$ cat config.mk
export PLATFORM = sky130hd
export DESIGN_NAME = ptr_dir_home
export DESIGN_NICKNAME = d
export VERILOG_FILES = /design/src/rtl/ptr_dir_pkg.sv /design/src/rtl/ptr_dir_decide.sv /design/src/rtl/ptr_dir_ackcnt.sv /design/src/rtl/ptr_dir_home.sv
export SDC_FILE = /design/constraint.sdc
export NUM_CORES = 1
export LEC_CHECK = 0
export BUFFER_PORTS_ARGS = -buffer_cell sky130_fd_sc_hd__buf_4
export CORE_MARGIN = 2
export CORE_UTILIZATION = 45
export DETAILED_ROUTE_END_ITERATION = 10
export PLACE_DENSITY = 0.75
export SLEW_MARGIN = 25
export SYNTH_ARGS = -nofsm -noshare
export SYNTH_HDL_FRONTEND = slang
export SYNTH_HIERARCHICAL = 1
export SYNTH_SLANG_ARGS = --single-unit
$ cat constraint.sdc
create_clock -name clk -period 3.6 [get_ports clk]
set_input_delay 0.36 -clock clk [delete_from_list [all_inputs] [get_ports clk]]
set_output_delay 0.36 -clock clk [all_outputs]
set_load 0.02 [all_outputs]
$ cat src/rtl/ptr_dir_pkg.sv
package ptr_dir_pkg;
  typedef enum logic [1:0] {
    HOLD_NONE   = 2'd0,
    HOLD_SHARED = 2'd1,
    HOLD_EXCL   = 2'd2,
    HOLD_GLOBAL = 2'd3
  } hold_e;

  typedef enum logic [1:0] {
    PH_IDLE  = 2'd0,
    PH_INV   = 2'd1,
    PH_WAIT  = 2'd2,
    PH_GRANT = 2'd3
  } phase_e;
endpackage

$ cat src/rtl/ptr_dir_decide.sv
module ptr_dir_decide
  import ptr_dir_pkg::*;
#(
  parameter int NPROC = 64,
  parameter int ID_W  = $clog2(NPROC),
  parameter int CNT_W = $clog2(NPROC + 1)
) (
  input  hold_e            hold,
  input  logic [ID_W-1:0]  holder_id,
  input  logic [ID_W-1:0]  req_id,
  input  logic             req_wr,
  output logic             need_inv,
  output logic             bcast,
  output logic [ID_W-1:0]  dest,
  output logic [CNT_W-1:0] rsp_cnt,
  output hold_e            next_hold,
  output logic [ID_W-1:0]  next_id
);
  localparam logic [CNT_W-1:0] ALL_OTHERS = CNT_W'(NPROC - 1);
  localparam logic [CNT_W-1:0] JUST_ONE   = CNT_W'(1);

  logic same;
  assign same = (holder_id == req_id);

  always_comb begin
    need_inv  = 1'b0;
    bcast     = 1'b0;
    dest      = holder_id;
    rsp_cnt   = '0;
    next_hold = hold;
    next_id   = holder_id;
    if (req_wr) begin
      next_hold = HOLD_EXCL;
      next_id   = req_id;
      case (hold)
        HOLD_SHARED, HOLD_EXCL: begin
          if (!same) begin
            need_inv = 1'b1;
            rsp_cnt  = JUST_ONE;
          end
        end
        HOLD_GLOBAL: begin
          need_inv = 1'b1;
          bcast    = 1'b1;
          dest     = req_id;
          rsp_cnt  = ALL_OTHERS;
        end
        default: ;
      endcase
    end else begin
      case (hold)
        HOLD_NONE: begin
          next_hold = HOLD_SHARED;
          next_id   = req_id;
        end
        HOLD_SHARED: begin
          if (!same) next_hold = HOLD_GLOBAL;
        end
        HOLD_EXCL: begin
          if (!same) begin
            need_inv  = 1'b1;
            rsp_cnt   = JUST_ONE;
            next_hold = HOLD_SHARED;
            next_id   = req_id;
          end
        end
        default: ;
      endcase
    end
  end
endmodule

$ cat src/rtl/ptr_dir_ackcnt.sv
module ptr_dir_ackcnt #(
  parameter int CNT_W = 7
) (
  input  logic             clk,
  input  logic             rst_n,
  input  logic             load,
  input  logic [CNT_W-1:0] load_val,
  input  logic             dec,
  output logic [CNT_W-1:0] cnt,
  output logic             last
);
  always_ff @(posedge clk) begin
    if (!rst_n)                 cnt <= '0;
    else if (load)              cnt <= load_val;
    else if (dec && cnt != '0)  cnt <= cnt - 1'b1;
  end

  assign last = (cnt == CNT_W'(1));


  no_underflow_chk: assert property (@(posedge clk) disable iff (!rst_n)
    dec |-> cnt != '0);
endmodule

$ cat src/rtl/ptr_dir_home.sv
module ptr_dir_home
  import ptr_dir_pkg::*;
#(
  parameter int NPROC = 64,
  parameter int ID_W  = $clog2(NPROC),
  parameter int CNT_W = $clog2(NPROC + 1)
) (
  input  logic            clk,
  input  logic            rst_n,
  input  logic            req_valid,
  output logic            req_ready,
  input  logic [ID_W-1:0] req_id,
  input  logic            req_wr,
  output logic            inv_valid,
  input  logic            inv_ready,
  output logic            inv_bcast,
  output logic [ID_W-1:0] inv_dest,
  input  logic            inv_rsp_valid,
  output logic            inv_rsp_ready,
  output logic            gnt_valid,
  input  logic            gnt_ready,
  output logic [ID_W-1:0] gnt_id,
  output logic            gnt_excl
);
  phase_e           phase;
  hold_e            hold, pend_hold;
  logic [ID_W-1:0]  holder_id, pend_id;

  logic             d_need, d_bcast;
  logic [ID_W-1:0]  d_dest, d_next_id;
  logic [CNT_W-1:0] d_cnt, pend_cnt;
  hold_e            d_next_hold;
  logic             cnt_last, rsp_take, req_take;

  ptr_dir_decide #(.NPROC(NPROC), .ID_W(ID_W), .CNT_W(CNT_W)) u_decide (
    .hold(hold), .holder_id(holder_id), .req_id(req_id), .req_wr(req_wr),
    .need_inv(d_need), .bcast(d_bcast), .dest(d_dest), .rsp_cnt(d_cnt),
    .next_hold(d_next_hold), .next_id(d_next_id)
  );

  assign req_ready     = (phase == PH_IDLE);
  assign inv_valid     = (phase == PH_INV);
  assign inv_rsp_ready = (phase == PH_WAIT);
  assign gnt_valid     = (phase == PH_GRANT);
  assign req_take      = req_valid && req_ready;
  assign rsp_take      = inv_rsp_valid && inv_rsp_ready;

  ptr_dir_ackcnt #(.CNT_W(CNT_W)) u_cnt (
    .clk(clk), .rst_n(rst_n), .load(req_take), .load_val(d_cnt),
    .dec(rsp_take), .cnt(pend_cnt), .last(cnt_last)
  );

  always_ff @(posedge clk) begin
    if (!rst_n) begin
      phase     <= PH_IDLE;
      hold      <= HOLD_NONE;
      holder_id <= '0;
      pend_hold <= HOLD_NONE;
      pend_id   <= '0;
      inv_bcast <= 1'b0;
      inv_dest  <= '0;
      gnt_id    <= '0;
      gnt_excl  <= 1'b0;
    end else begin
      case (phase)
        PH_IDLE: if (req_take) begin
          pend_hold <= d_next_hold;
          pend_id   <= d_next_id;
          inv_bcast <= d_bcast;
          inv_dest  <= d_dest;
          gnt_id    <= req_id;
          gnt_excl  <= (d_next_hold == HOLD_EXCL);
          phase     <= d_need ? PH_INV : PH_GRANT;
        end
        PH_INV:  if (inv_ready) phase <= PH_WAIT;
        PH_WAIT: if (rsp_take && cnt_last) phase <= PH_GRANT;
        PH_GRANT: if (gnt_ready) begin
          hold      <= pend_hold;
          holder_id <= pend_id;
          phase     <= PH_IDLE;
        end
        default: phase <= PH_IDLE;
      endcase
    end
  end


  grant_after_acks_chk: assert property (@(posedge clk) disable iff (!rst_n)
    gnt_valid |-> pend_cnt == '0);


  inv_hold_chk: assert property (@(posedge clk) disable iff (!rst_n)
    inv_valid && !inv_ready |=> inv_valid && $stable(inv_bcast) && $stable(inv_dest));


  gnt_hold_chk: assert property (@(posedge clk) disable iff (!rst_n)
    gnt_valid && !gnt_ready |=> gnt_valid && $stable(gnt_id) && $stable(gnt_excl));


  req_closed_chk: assert property (@(posedge clk) disable iff (!rst_n)
    req_valid && req_ready |=> !req_ready);


  bcast_from_global_chk: assert property (@(posedge clk) disable iff (!rst_n)
    inv_valid && inv_bcast |-> hold == HOLD_GLOBAL);
endmodule

==> results.ini, run 1 <==
[outcome]
status = completed

[logic_synthesis]
synth_top_area_cell = dfxtp_1
syn_nets = 306
syn_area_sq_mm = 0.00231
ys.flop_type = dfxtp_1
netlist_instances = 281
synthArstFlopShare = 0
synth_edf_count = 0
synth.avg_cell_area_sq_um = 8.22
synthTopCellsByCount = 62 x nand2_1, 39 x dfxtp_1, 37 x a21oi_1
seq_area_frac_synth = 0.338
synth-seq-cells = 39
netlist_top_cells_area = dfxtp_1 34%, nand2_1 10%, a21oi_1 8.0%
synth_cell_types = 55
yosysWarnings = 6
yosysTopAreaCellShare = 0.338
synth_most_common_cell = nand2_1

[floorplanning]
fp.dieArea_sq_mm = 0.00572
ioPinCount = 31
start_util = 0.458
core_area_sq_mm = 0.00504
die_height_um = 75.7
placementRows = 26
die_x_um = 75.7

[grt]
grt.met1_usage = 0.255
busiest_layer = met2
grt_pass1_wl_mm = 7.95
antenna_found_initial = 0
grt_pass1_vias = 1687
met3_usage = 0.0489
grt_util_met2 = 0.267
grtUsageTotal = 0.181
grt.overflow.total = 0
grt_max_degree = 34

[worst_setup_path]
endpoint_kind = flip-flop
r2r-start = phase[0]
arrival_ps = 2480
rr_endpoint = u_cnt/cnt[1]
r2r.worst_path.cells = 8
critPathMaxFanout = 33
crit_buf_inv = 4
critPathTopFamily = buffers and inverters
crit_top_cell = inv_1
start_kind = flip-flop
crit_required_ps = 3790
cp_slowest_cell = inv_1
slowest_delay_ps = 670
r2r_slack_ps = 1310
critical_path_class = reg2reg
path_cells = inv_1 -> ha_1 -> nand2_1 -> buf_4 -> inv_1 -> inv_1 -> o21a_1 -> o311a_1

[routing]
drt_first_pass_iters = 4
num_vias = 1947
drt_iter0_drc = 62
totalWireLength_mm = 4.70
vias_per_cell = 5.26
antenna_left = 0
wl_per_cell_um = 12.7
post-route-drc-count = 0

[cts]
htree_num_levels = 2
hold_buffers = 0
cts_tree = done
clk_latency_ps = 300
clockRootBuffer = clkbuf_8
cts_buffers = 5
clk_pin_slew_ps = 80
cts_buffer_depth = 2
clock-sinks = 39
post_cts_buffers = 0
postCtsResizedCells = 0

[timing]
slew-limit-headroom = 0.405
fmax_mhz = 437
holdWs_ps = 325
finClkSkew_ps = 3.82
final-max-slew-violation-count = 0
fin_crit_ps = 2290
hold_violations = 0
fin_setup_tns_ps = 0
rsz0062_at_grt = no
worst_slew_pin_slew_ps = 892
fin_crit_sh = 0.635
setup_viol = 0

[final_layout]
syn_to_final_growth_pct = 14.3
drive_gt1_frac = 0.207
final_nets = 324
fin_area_sq_mm = 0.00264
n_antenna_cell = 0
fin_util = 0.524

[power]
powerDensity_mw_per_mm2 = 593
combPwrFrac = 0.365
clockPowerShare = 0.281
swShare = 0.356
total_power_mw = 1.57
ir_drop_uv = 383
p_sw_uw = 557
p_int_mw = 1.01
p_seq_frac = 0.354
static-leakage-power_nw = 1.01

[hold_path]
holdPathEnd = gnt_id[4]
min_path_cells = 3
hold_start = req_id[4]
hold_class = in2reg

[placed_design]
io_buffers = 30
finalWeightedCongestion = 0.828
post_dp_cell_area_sq_mm = 0.00251
dpl.hpwl_mm = 3.27

[flow_run]
cap_violations = 0

area by class of cell:
type	count	area [sq um]
Clock inverter	3	67.6
Timing Repair Buffer	31	233
Sequential cell	39	781
Clock buffer	5	68.8
Multi-Input combinational cell	212	1370
Tap cell	70	87.6
Fill cell	463	2400
Inverter	10	37.5
tightest hold or removal path, cell delays in order:
cell	delay (ps)
buf_4	120
nand2_1	50
a21oi_1	50
flip-flops by register name (all words and copies together) (netlist names):
register / count
gnt_excl: 1
pend_hold: 2
holder_id: 6
phase: 2
hold: 2
pend_id: 6
inv_dest: 6
u_cnt/cnt: 7
gnt_id: 6
inv_bcast: 1
worst max-delay path by stage:
stage | from | end | slack, ps | depth (start not counted)
floorplan | phase[0] | u_cnt/cnt[5] | 1540 | 6
global placement | phase[0] | u_cnt/cnt[1] | 1350 | 8
detailed placement | phase[0] | u_cnt/cnt[1] | 1300 | 8
CTS | phase[0] | u_cnt/cnt[1] | 1300 | 8
global route | phase[0] | u_cnt/cnt[1] | 1070 | 8
finish | phase[0] | u_cnt/cnt[1] | 1310 | 8
cells in the final DEF (no fill, tap or decap), drive strengths merged, types with 2 or more instances in the layout:
cell type	synthesis	routed
nand2	63	63
dfxtp	39	39
a21oi	37	37
buf	14	31
ha	12	12
nor2b	12	12
o21ai	11	11
inv	10	10
nand3	10	10
mux2	8	8
xnor2	6	6
clkbuf	6	5
o211ai	5	5
nor2	4	4
or4b	4	4
nor4	3	3
nor3	3	3
a21boi	2	2
nand3b	2	2
bufinv	0	2
nand2b	2	2
o311a	2	2
or3	2	2
a211o	2	2
or2	2	2
nor4b	2	2
nand4	2	2
per-layer routing:
metal	routed length (um)	up-vias
met4	77	0
met2	2090	36
met1	2320	896
met3	221	9
met5	0	-
li1	-	1006
power groups by stage:
stage                     combinational [mW]  clock (mW)  sequential [mW]
after floorplan                        0.435           0            0.562
after global placement                 0.565           0            0.561
after detailed placement               0.573           0            0.565
after CTS                              0.577       0.452            0.555
after global routing                   0.638       0.469            0.566
final                                  0.571       0.441            0.554
cell families (layout without fill, tap and decap cells):
logic type | after synthesis | after routing | synth area share
xor+xnor | 6 | 6 | 0.0260
buf+inv | 30 | 49 | 0.0704
fa+ha+maj | 12 | 12 | 0.0650
mux | 9 | 9 | 0.0433
flops | 39 | 39 | 0.338
simple gates | 114 | 114 | 0.269
compound gates | 70 | 70 | 0.187
other cells | 1 | 1 | 0.00162
per-stage QoR:
| step | instances | setup WS, ps |
|---|---|---|
| floorplan | 281 | 1540 |
| global placement | 362 | 1350 |
| detailed placement | 362 | 1300 |
| CTS | 370 | 1300 |
| global route | 370 | 1070 |
| finish | 370 | 1310 |
Power figures use the tool's default switching activity.
==> run 2, diff against run 1 <==
--- a/config.mk
+++ b/config.mk
@@ -5,11 +5,12 @@
 export SDC_FILE = /design/constraint.sdc
 export NUM_CORES = 1
 export LEC_CHECK = 0
+export ABC_AREA = 1
 export BUFFER_PORTS_ARGS = -buffer_cell sky130_fd_sc_hd__buf_4
 export CORE_MARGIN = 2
 export CORE_UTILIZATION = 45
 export DETAILED_ROUTE_END_ITERATION = 10
-export PLACE_DENSITY = 0.75
+export PLACE_DENSITY = 0.77
 export SLEW_MARGIN = 25
 export SYNTH_ARGS = -nofsm -noshare
 export SYNTH_HDL_FRONTEND = slang
==> constraint.sdc (replaced) <==
create_clock -name clk -period 1.8 [get_ports clk]
set_input_delay 0.18 -clock clk [delete_from_list [all_inputs] [get_ports clk]]
set_output_delay 0.18 -clock clk [all_outputs]
set_load 0.02 [all_outputs]
==> run 2 against run 1 <==
Net effect:
- sequential share of layout area rose by 0.16 points
- synthesized area down 1.3%
- cell count grew 20%
- clock skew grew 2.2 ps
- largest cell class unchanged
==> results.ini, run 2 <==
[outcome]
status = completed  ; unchanged

[placed_design]
finalWeightedCongestion = 0.887  ; was 0.828
io_buffers = 30  ; unchanged
place_inst = 435  ; was 362
post_dp_cell_area_sq_mm = 0.00252  ; was 0.00251 sq mm
dpl.hpwl_mm = 3.41  ; was 3.27 mm

[cts]
cts_buffer_depth = 2  ; unchanged
cts_tree = done  ; unchanged
cts_buffers = 5  ; unchanged
clk_latency_ps = 300  ; about the same
clock-sinks = 39  ; unchanged
clk_pin_slew_ps = 80  ; about the same
clockRootBuffer = clkbuf_8  ; unchanged
htree_num_levels = 2  ; unchanged

[worst_setup_path]
slowest_delay_ps = 370  ; was 670 ps
crit_required_ps = 2000  ; was 3790 ps
endpoint_kind = flip-flop  ; unchanged
rr_endpoint = pend_id[4]  ; was u_cnt/cnt[1]
start_kind = flip-flop  ; unchanged
critPathTopFamily = simple AND/OR/NAND/NOR gates  ; was buffers and inverters
r2r-start = hold[0]  ; was phase[0]
crit_buf_inv = 1  ; was 4
critPathMaxFanout = 8  ; was 33
r2r.worst_path.cells = 8  ; unchanged
arrival_ps = 1800  ; was 2480 ps
path_cells = inv_1 -> ha_1 -> nor2_1 -> nand2_1 -> nand2_1 -> o21ai_0 -> o21ai_0 -> nor2_1  ; was inv_1 -> ha_1 -> nand2_1 -> buf_4 -> inv_1 -> inv_1 -> o21a_1 -> o311a_1
critical_path_class = reg2reg  ; unchanged
cp_slowest_cell = dfxtp_2  ; was inv_1
r2r_slack_ps = 200  ; was 1310 ps

[final_layout]
syn_to_final_growth_pct = 15.4  ; was 14.3%
fillCellCount = 513  ; was 463
final_cell_mix = 82 x nor2_1, 65 x nand2_1, 50 x o21ai_0  ; was 62 x nand2_1, 39 x dfxtp_1, 37 x a21oi_1
largest_reg_flops = 7  ; unchanged
multi_input_area_sq_mm = 0.00124  ; was 0.00137 sq mm
final_common_cell = nor2_1  ; was nand2_1
fin_area_sq_mm = 0.00263  ; was 0.00264 sq mm
drive_gt1_frac = 0.181  ; was 0.207
regMostFlops = u_cnt/cnt  ; unchanged
final_nets = 400  ; was 324
instances_no_fill = 443  ; was 370
regArea_sq_um = 782  ; was 781 sq um
n_antenna_cell = 0  ; unchanged

[logic_synthesis]
syn_nets = 375  ; was 306
netlist_top_cells_area = dfxtp_1 34%, nor2_1 13%, o21ai_0 11%  ; was dfxtp_1 34%, nand2_1 10%, a21oi_1 8.0%
synthArstFlopShare = 0  ; unchanged
synth.avg_cell_area_sq_um = 6.52  ; was 8.22 sq um
seq_area_frac_synth = 0.342  ; was 0.338
synthXorXnorAreaFrac = 0.0115  ; was 0.0260
synth_top_area_cell = dfxtp_1  ; unchanged
synth_mux_area_frac = 0  ; was 0.0433
synth_cell_types = 29  ; was 55
ys.flop_type = dfxtp_1  ; unchanged
synth-simple-area-share = 0.315  ; was 0.269
synth_most_common_cell = nor2_1  ; was nand2_1
synth-seq-cells = 39  ; unchanged
synthTopCellsByCount = 82 x nor2_1, 65 x nand2_1, 50 x o21ai_0  ; was 62 x nand2_1, 39 x dfxtp_1, 37 x a21oi_1
syn_area_sq_mm = 0.00228  ; was 0.00231 sq mm
yosysWarnings = 6  ; unchanged
yosysTopAreaCellShare = 0.342  ; was 0.338
netlist_instances = 350  ; was 281
synth_top_family_by_area = simple AND/OR/NAND/NOR gates  ; unchanged
synth_fa_ha_area_frac = 0.0658  ; was 0.0650
synth_compound_area_frac = 0.150  ; was 0.187
synth_edf_count = 0  ; unchanged

[power]
powerDensity_mw_per_mm2 = 1440  ; was 593 mW/mm^2
static-leakage-power_nw = 1.25  ; was 1.01 nW
swShare = 0.416  ; was 0.356
ir_drop_uv = 966  ; was 383 uV
combPwrFrac = 0.468  ; was 0.365
clockPowerShare = 0.194  ; was 0.281
p_seq_frac = 0.338  ; was 0.354
p_sw_mw = 1.57  ; was 557 uW
p_int_mw = 2.21  ; was 1.01 mW

[timing]
rsz0062_at_grt = no  ; unchanged
setup_viol = 0  ; unchanged
final-max-slew-violation-count = 0  ; unchanged
finClkSkew_ps = 6.04  ; was 3.82 ps
fin_setup_tns_ps = 0  ; unchanged
fmax_mhz = 625  ; was 437 MHz
fin_crit_sh = 0.888  ; was 0.635
fin_crit_ps = 1600  ; was 2290 ps
hold_violations = 0  ; unchanged

[floorplanning]
placementRows = 25  ; was 26
core_area_sq_mm = 0.00482  ; was 0.00504 sq mm
die_height_um = 75.2  ; was 75.7 um
ioPinCount = 31  ; unchanged
fp.dieArea_sq_mm = 0.00565  ; was 0.00572 sq mm
die_x_um = 75.2  ; was 75.7 um
start_util = 0.474  ; was 0.458

[flow_run]
cap_violations = 0  ; unchanged

[routing]
antenna_left = 0  ; unchanged
vias_per_cell = 4.77  ; was 5.26
drt_first_pass_iters = 5  ; was 4
wl_per_cell_um = 10.8  ; was 12.7 um
post-route-drc-count = 0  ; unchanged
totalWireLength_mm = 4.79  ; was 4.70 mm
drt_iter0_drc = 105  ; was 62
num_vias = 2115  ; was 1,947

[grt]
grt.overflow.total = 0  ; unchanged
grtUsageTotal = 0.183  ; was 0.181
grt_pass1_vias = 1917  ; was 1,687
grt_max_degree = 33  ; was 34
antenna_found_initial = 0  ; unchanged
grt_pass1_wl_mm = 8.07  ; was 7.95 mm

[hold_path]
min_path_cells = 3  ; unchanged
hold_class = in2reg  ; unchanged
holdPathEnd = gnt_id[0]  ; was gnt_id[4]
hold_start = req_id[0]  ; was req_id[4]

==> run 2: cell count changes after synthesis, moves of 8 or more <==
cell and delta:
nor2_1 +78, nor2b_1 -11, mux2_2 -8, a21oi_1 -31, o21ai_0 +39, inv_2 +8
inv_1 +24
==> run 2: power groups by stage <==
| stage | Clock, mW | Combinational (mW) | Sequential [mW] |
|---|---|---|---|
| after floorplan | 0 | 1.23 | 1.37 |
| after global placement | 0 | 1.73 | 1.29 |
| after detailed placement | 0 | 1.76 | 1.30 |
| after CTS | 0.751 | 1.78 | 1.28 |
| after global routing | 0.789 | 2.00 | 1.31 |
| final | 0.736 | 1.77 | 1.28 |
==> run 2: kinds of logic (layout without fill, tap and decap cells) <==
family | after synthesis | after routing
AO/OA/AOI/OAI | 66 | 66
flip-flops | 39 | 39
XOR/XNOR | 3 | 3
buffers and inverters | 58 | 84
other | 1 | 1
adder cells (fa/ha/maj) | 12 | 12
AND/OR/NAND/NOR | 171 | 171
==> run 2: per-stage QoR <==
stage	total power, mW	worst slack, ps	utilization	hold WS [ps]
2_1_floorplan	2.60	171	-	312
3_3_place_gp	3.01	261	0.523	451
3_5_place_dp	3.06	178	0.523	458
4_1_cts	3.81	156	0.546	154
5_1_grt	4.10	44.5	0.546	171
6_report	3.78	201	0.546	160
==> run 2: worst max-delay path by stage <==
stage	startpoint	to	slack, ps	depth (start not counted)
global placement	hold[0]	pend_id[4]	260	8
floorplan	phase[0]	u_cnt/cnt[5]	170	9
global route	holder_id[3]	phase[1]	40	14
finish	hold[0]	pend_id[4]	200	8
detailed placement	hold[0]	pend_id[4]	180	8
CTS	hold[0]	pend_id[4]	160	8
==> run 2: layout make-up <==
class,count,share of cell area
clock inverter,3,0.0166
sequential,39,0.297
multi-input combinational,253,0.471
inverter,42,0.0599
clock buffer,5,0.0261
timing repair buffer,34,0.0970
tap,67,0.0318
==> run 2: layer usage <==
metal | global-route usage | wire [um] | up-vias | part of all wire
li1 | - | - | 1128 | -
met1 | 0.224 | 2290 | 938 | 0.48
met2 | 0.319 | 2280 | 44 | 0.48
met3 | 0.0482 | 172 | 5 | 0.036
met4 | 0.0487 | 46 | 0 | 0.0096
met5 | 0 | 0 | - | 0
==> run 2: tightest hold or removal path, delay by kind of cell <==
kind / cells / cell delay, ps
simple gates: 1 / 70
compound gates: 1 / 80
buf+inv: 1 / 100
==> run 2: timing repair <==
action | 4_1_cts | 5_1_grt
setup endpoints to repair | 0 | 1
hold buffers | 0 | 0
gates resized for setup | 0 | 1
setup buffers | 0 | 0
==> run 3, diff against run 2 <==
--- a/config.mk
+++ b/config.mk
@@ -9,9 +9,10 @@
 export BUFFER_PORTS_ARGS = -buffer_cell sky130_fd_sc_hd__buf_4
 export CORE_MARGIN = 2
 export CORE_UTILIZATION = 45
+export CTS_BUF_LIST = sky130_fd_sc_hd__clkbuf_4 sky130_fd_sc_hd__clkbuf_8 sky130_fd_sc_hd__clkbuf_16
 export DETAILED_ROUTE_END_ITERATION = 10
+export MAX_ROUTING_LAYER = met4
 export PLACE_DENSITY = 0.77
-export SLEW_MARGIN = 25
 export SYNTH_ARGS = -nofsm -noshare
 export SYNTH_HDL_FRONTEND = slang
 export SYNTH_HIERARCHICAL = 1
==> run 3 against run 2 <==
Net effect:
- flip-flop and latch count did not move
- worst setup slack hardly changed
- cell count did not move
- cell area unchanged
- via count unchanged
- non-clock buffer count is the same
- maximum frequency hardly changed
- worst hold slack hardly changed
- first-iteration DRC count unchanged
- critical path depth is the same
- sequential power hardly changed
- critical endpoint unchanged
- largest cell class unchanged
- largest power group unchanged
==> results.ini, run 3 (synthesis results as in run 2) <==
[routing]
wl_per_cell_um = 10.8  ; unchanged
drt_iter0_drc = 105  ; unchanged
post-route-drc-count = 0  ; unchanged
num_vias = 2115  ; unchanged
antenna_left = 0  ; unchanged
drt_first_pass_iters = 5  ; unchanged
vias_per_cell = 4.77  ; unchanged
totalWireLength_mm = 4.79  ; unchanged

[cts]
cts_buffer_depth = 2  ; unchanged
clk_latency_ps = 300  ; about the same
clk_pin_slew_ps = 80  ; about the same
clock-sinks = 39  ; unchanged
cts_tree = done  ; unchanged
post_cts_buffers = 0  ; unchanged
cts_buffers = 5  ; unchanged
htree_num_levels = 2  ; unchanged
clockRootBuffer = clkbuf_8  ; unchanged

[worst_setup_path]
critical_path_class = reg2reg  ; unchanged
r2r.worst_path.cells = 8  ; unchanged
critPathTopFamily = simple AND/OR/NAND/NOR gates  ; unchanged
slowest_delay_ps = 370  ; about the same
critPathMaxFanout = 8  ; unchanged
worst-path-stages = 8  ; unchanged
arrival_ps = 1790  ; was 1800 ps
crit_buf_inv = 1  ; unchanged
endpoint_kind = flip-flop  ; unchanged
start_kind = flip-flop  ; unchanged
path_cells = inv_1 -> ha_1 -> nor2_1 -> nand2_1 -> nand2_1 -> o21ai_0 -> o21ai_0 -> nor2_1  ; unchanged
crit_required_ps = 2000  ; about the same
cp_slowest_cell = dfxtp_2  ; unchanged

[timing]
rsz0062_at_grt = no  ; unchanged
finClkSkew_ps = 6.05  ; was 6.04 ps
fin_crit_ps = 1600  ; about the same
fin_crit_sh = 0.888  ; about the same
fmax_mhz = 625  ; about the same
final-max-slew-violation-count = 0  ; unchanged
fin_setup_tns_ps = 0  ; unchanged
setup_viol = 0  ; unchanged
hold_violations = 0  ; unchanged

[floorplanning]
fp.dieArea_sq_mm = 0.00565  ; unchanged
core_area_sq_mm = 0.00482  ; unchanged
die_height_um = 75.2  ; unchanged
placementRows = 25  ; unchanged
ioPinCount = 31  ; unchanged
die_x_um = 75.2  ; unchanged
start_util = 0.474  ; unchanged

[placed_design]
io_buffers = 30  ; unchanged
place_inst = 435  ; unchanged
finalWeightedCongestion = 0.902  ; was 0.887
dpl.hpwl_mm = 3.41  ; unchanged

[final_layout]
instances_no_fill = 443  ; unchanged
final_nets = 400  ; unchanged
largest_reg_flops = 7  ; unchanged
final_cell_mix = 82 x nor2_1, 65 x nand2_1, 50 x o21ai_0  ; unchanged
n_antenna_cell = 0  ; unchanged
regMostFlops = u_cnt/cnt  ; unchanged
multi_input_area_sq_mm = 0.00124  ; unchanged
regArea_sq_um = 782  ; unchanged
drive_gt1_frac = 0.181  ; unchanged
syn_to_final_growth_pct = 15.4  ; unchanged
final_common_cell = nor2_1  ; unchanged
fillCellCount = 513  ; unchanged

[flow_run]
cap_violations = 0  ; unchanged

[outcome]
status = completed  ; unchanged

[power]
powerDensity_mw_per_mm2 = 1440  ; about the same
static-leakage-power_nw = 1.25  ; unchanged
ir_drop_uv = 966  ; about the same
total_power_mw = 3.78  ; about the same

[grt]
grt_pass1_wl_mm = 8.07  ; about the same
grt_max_degree = 33  ; unchanged
grt.overflow.total = 0  ; unchanged
antenna_found_initial = 0  ; unchanged
grt_pass1_vias = 1918  ; was 1,917
grtUsageTotal = 0.189  ; was 0.183

[hold_path]
hold_class = in2reg  ; unchanged
min_path_cells = 3  ; unchanged

-- run 3: cell counts in the layout (fill, tap and decap cells not counted) --
No cell type changed its count.
-- run 3: timing repair --
item                                    4_1_cts  5_1_grt
hold buffers                                  0        0
gates resized for setup                       0        1
endpoints found under the setup margin        0        1
-- run 3: cell type report --
| class | instances | share of cell area |
|---|---|---|
| tap | 67 | 0.0318 |
| clock buffer | 5 | 0.0261 |
| sequential | 39 | 0.297 |
| inverter | 42 | 0.0599 |
| multi-input combinational | 253 | 0.471 |
| clock inverter | 3 | 0.0166 |
| timing repair buffer | 34 | 0.0970 |
-- run 3: routing by layer --
metal,GRT usage,vias up,part of all wire
li1,-,1128,-
met1,0.224,938,0.48
met2,0.319,44,0.48
met3,0.0482,5,0.036
met4,0.0487,0,0.0096
met5,-,-,0
-- run 3: final timing paths --
kind / startpoint / end / slack (ps)
setup / recovery: hold[0] / pend_id[4] / 200
hold / removal: req_id[0] / gnt_id[0] / 160
setup reg to reg: hold[0] / pend_id[4] / 200
hold reg to reg: pend_hold[1] / pend_hold[1] / 460
-- run 3: stage by stage --
stage	hold WS (ps)	setup WS (ps)	util	cell area, sq um
5_1_grt	171	44.5	0.546	2630
6_report	160	201	0.546	2630
3_3_place_gp	451	261	0.523	2520
3_5_place_dp	458	178	0.523	2520
4_1_cts	154	156	0.546	2630
2_1_floorplan	312	171	-	2280
-- run 3: worst reg2reg max path: cells and delay by family, from the launching register on --
family,cells,cell delay [ps]
AND/OR/NAND/NOR,4,500
flip-flops,1,370
AO/OA/AOI/OAI,2,260
adder cells (fa/ha/maj),1,290
buffers and inverters,1,100
-- run 3: power breakdown --
group          leakage, nW  internal (mW)  switching, mW
Sequential           0.321           1.11          0.169
Clock               0.0581          0.413          0.323
Combinational        0.873          0.688           1.08
Total                 1.25           2.21           1.57
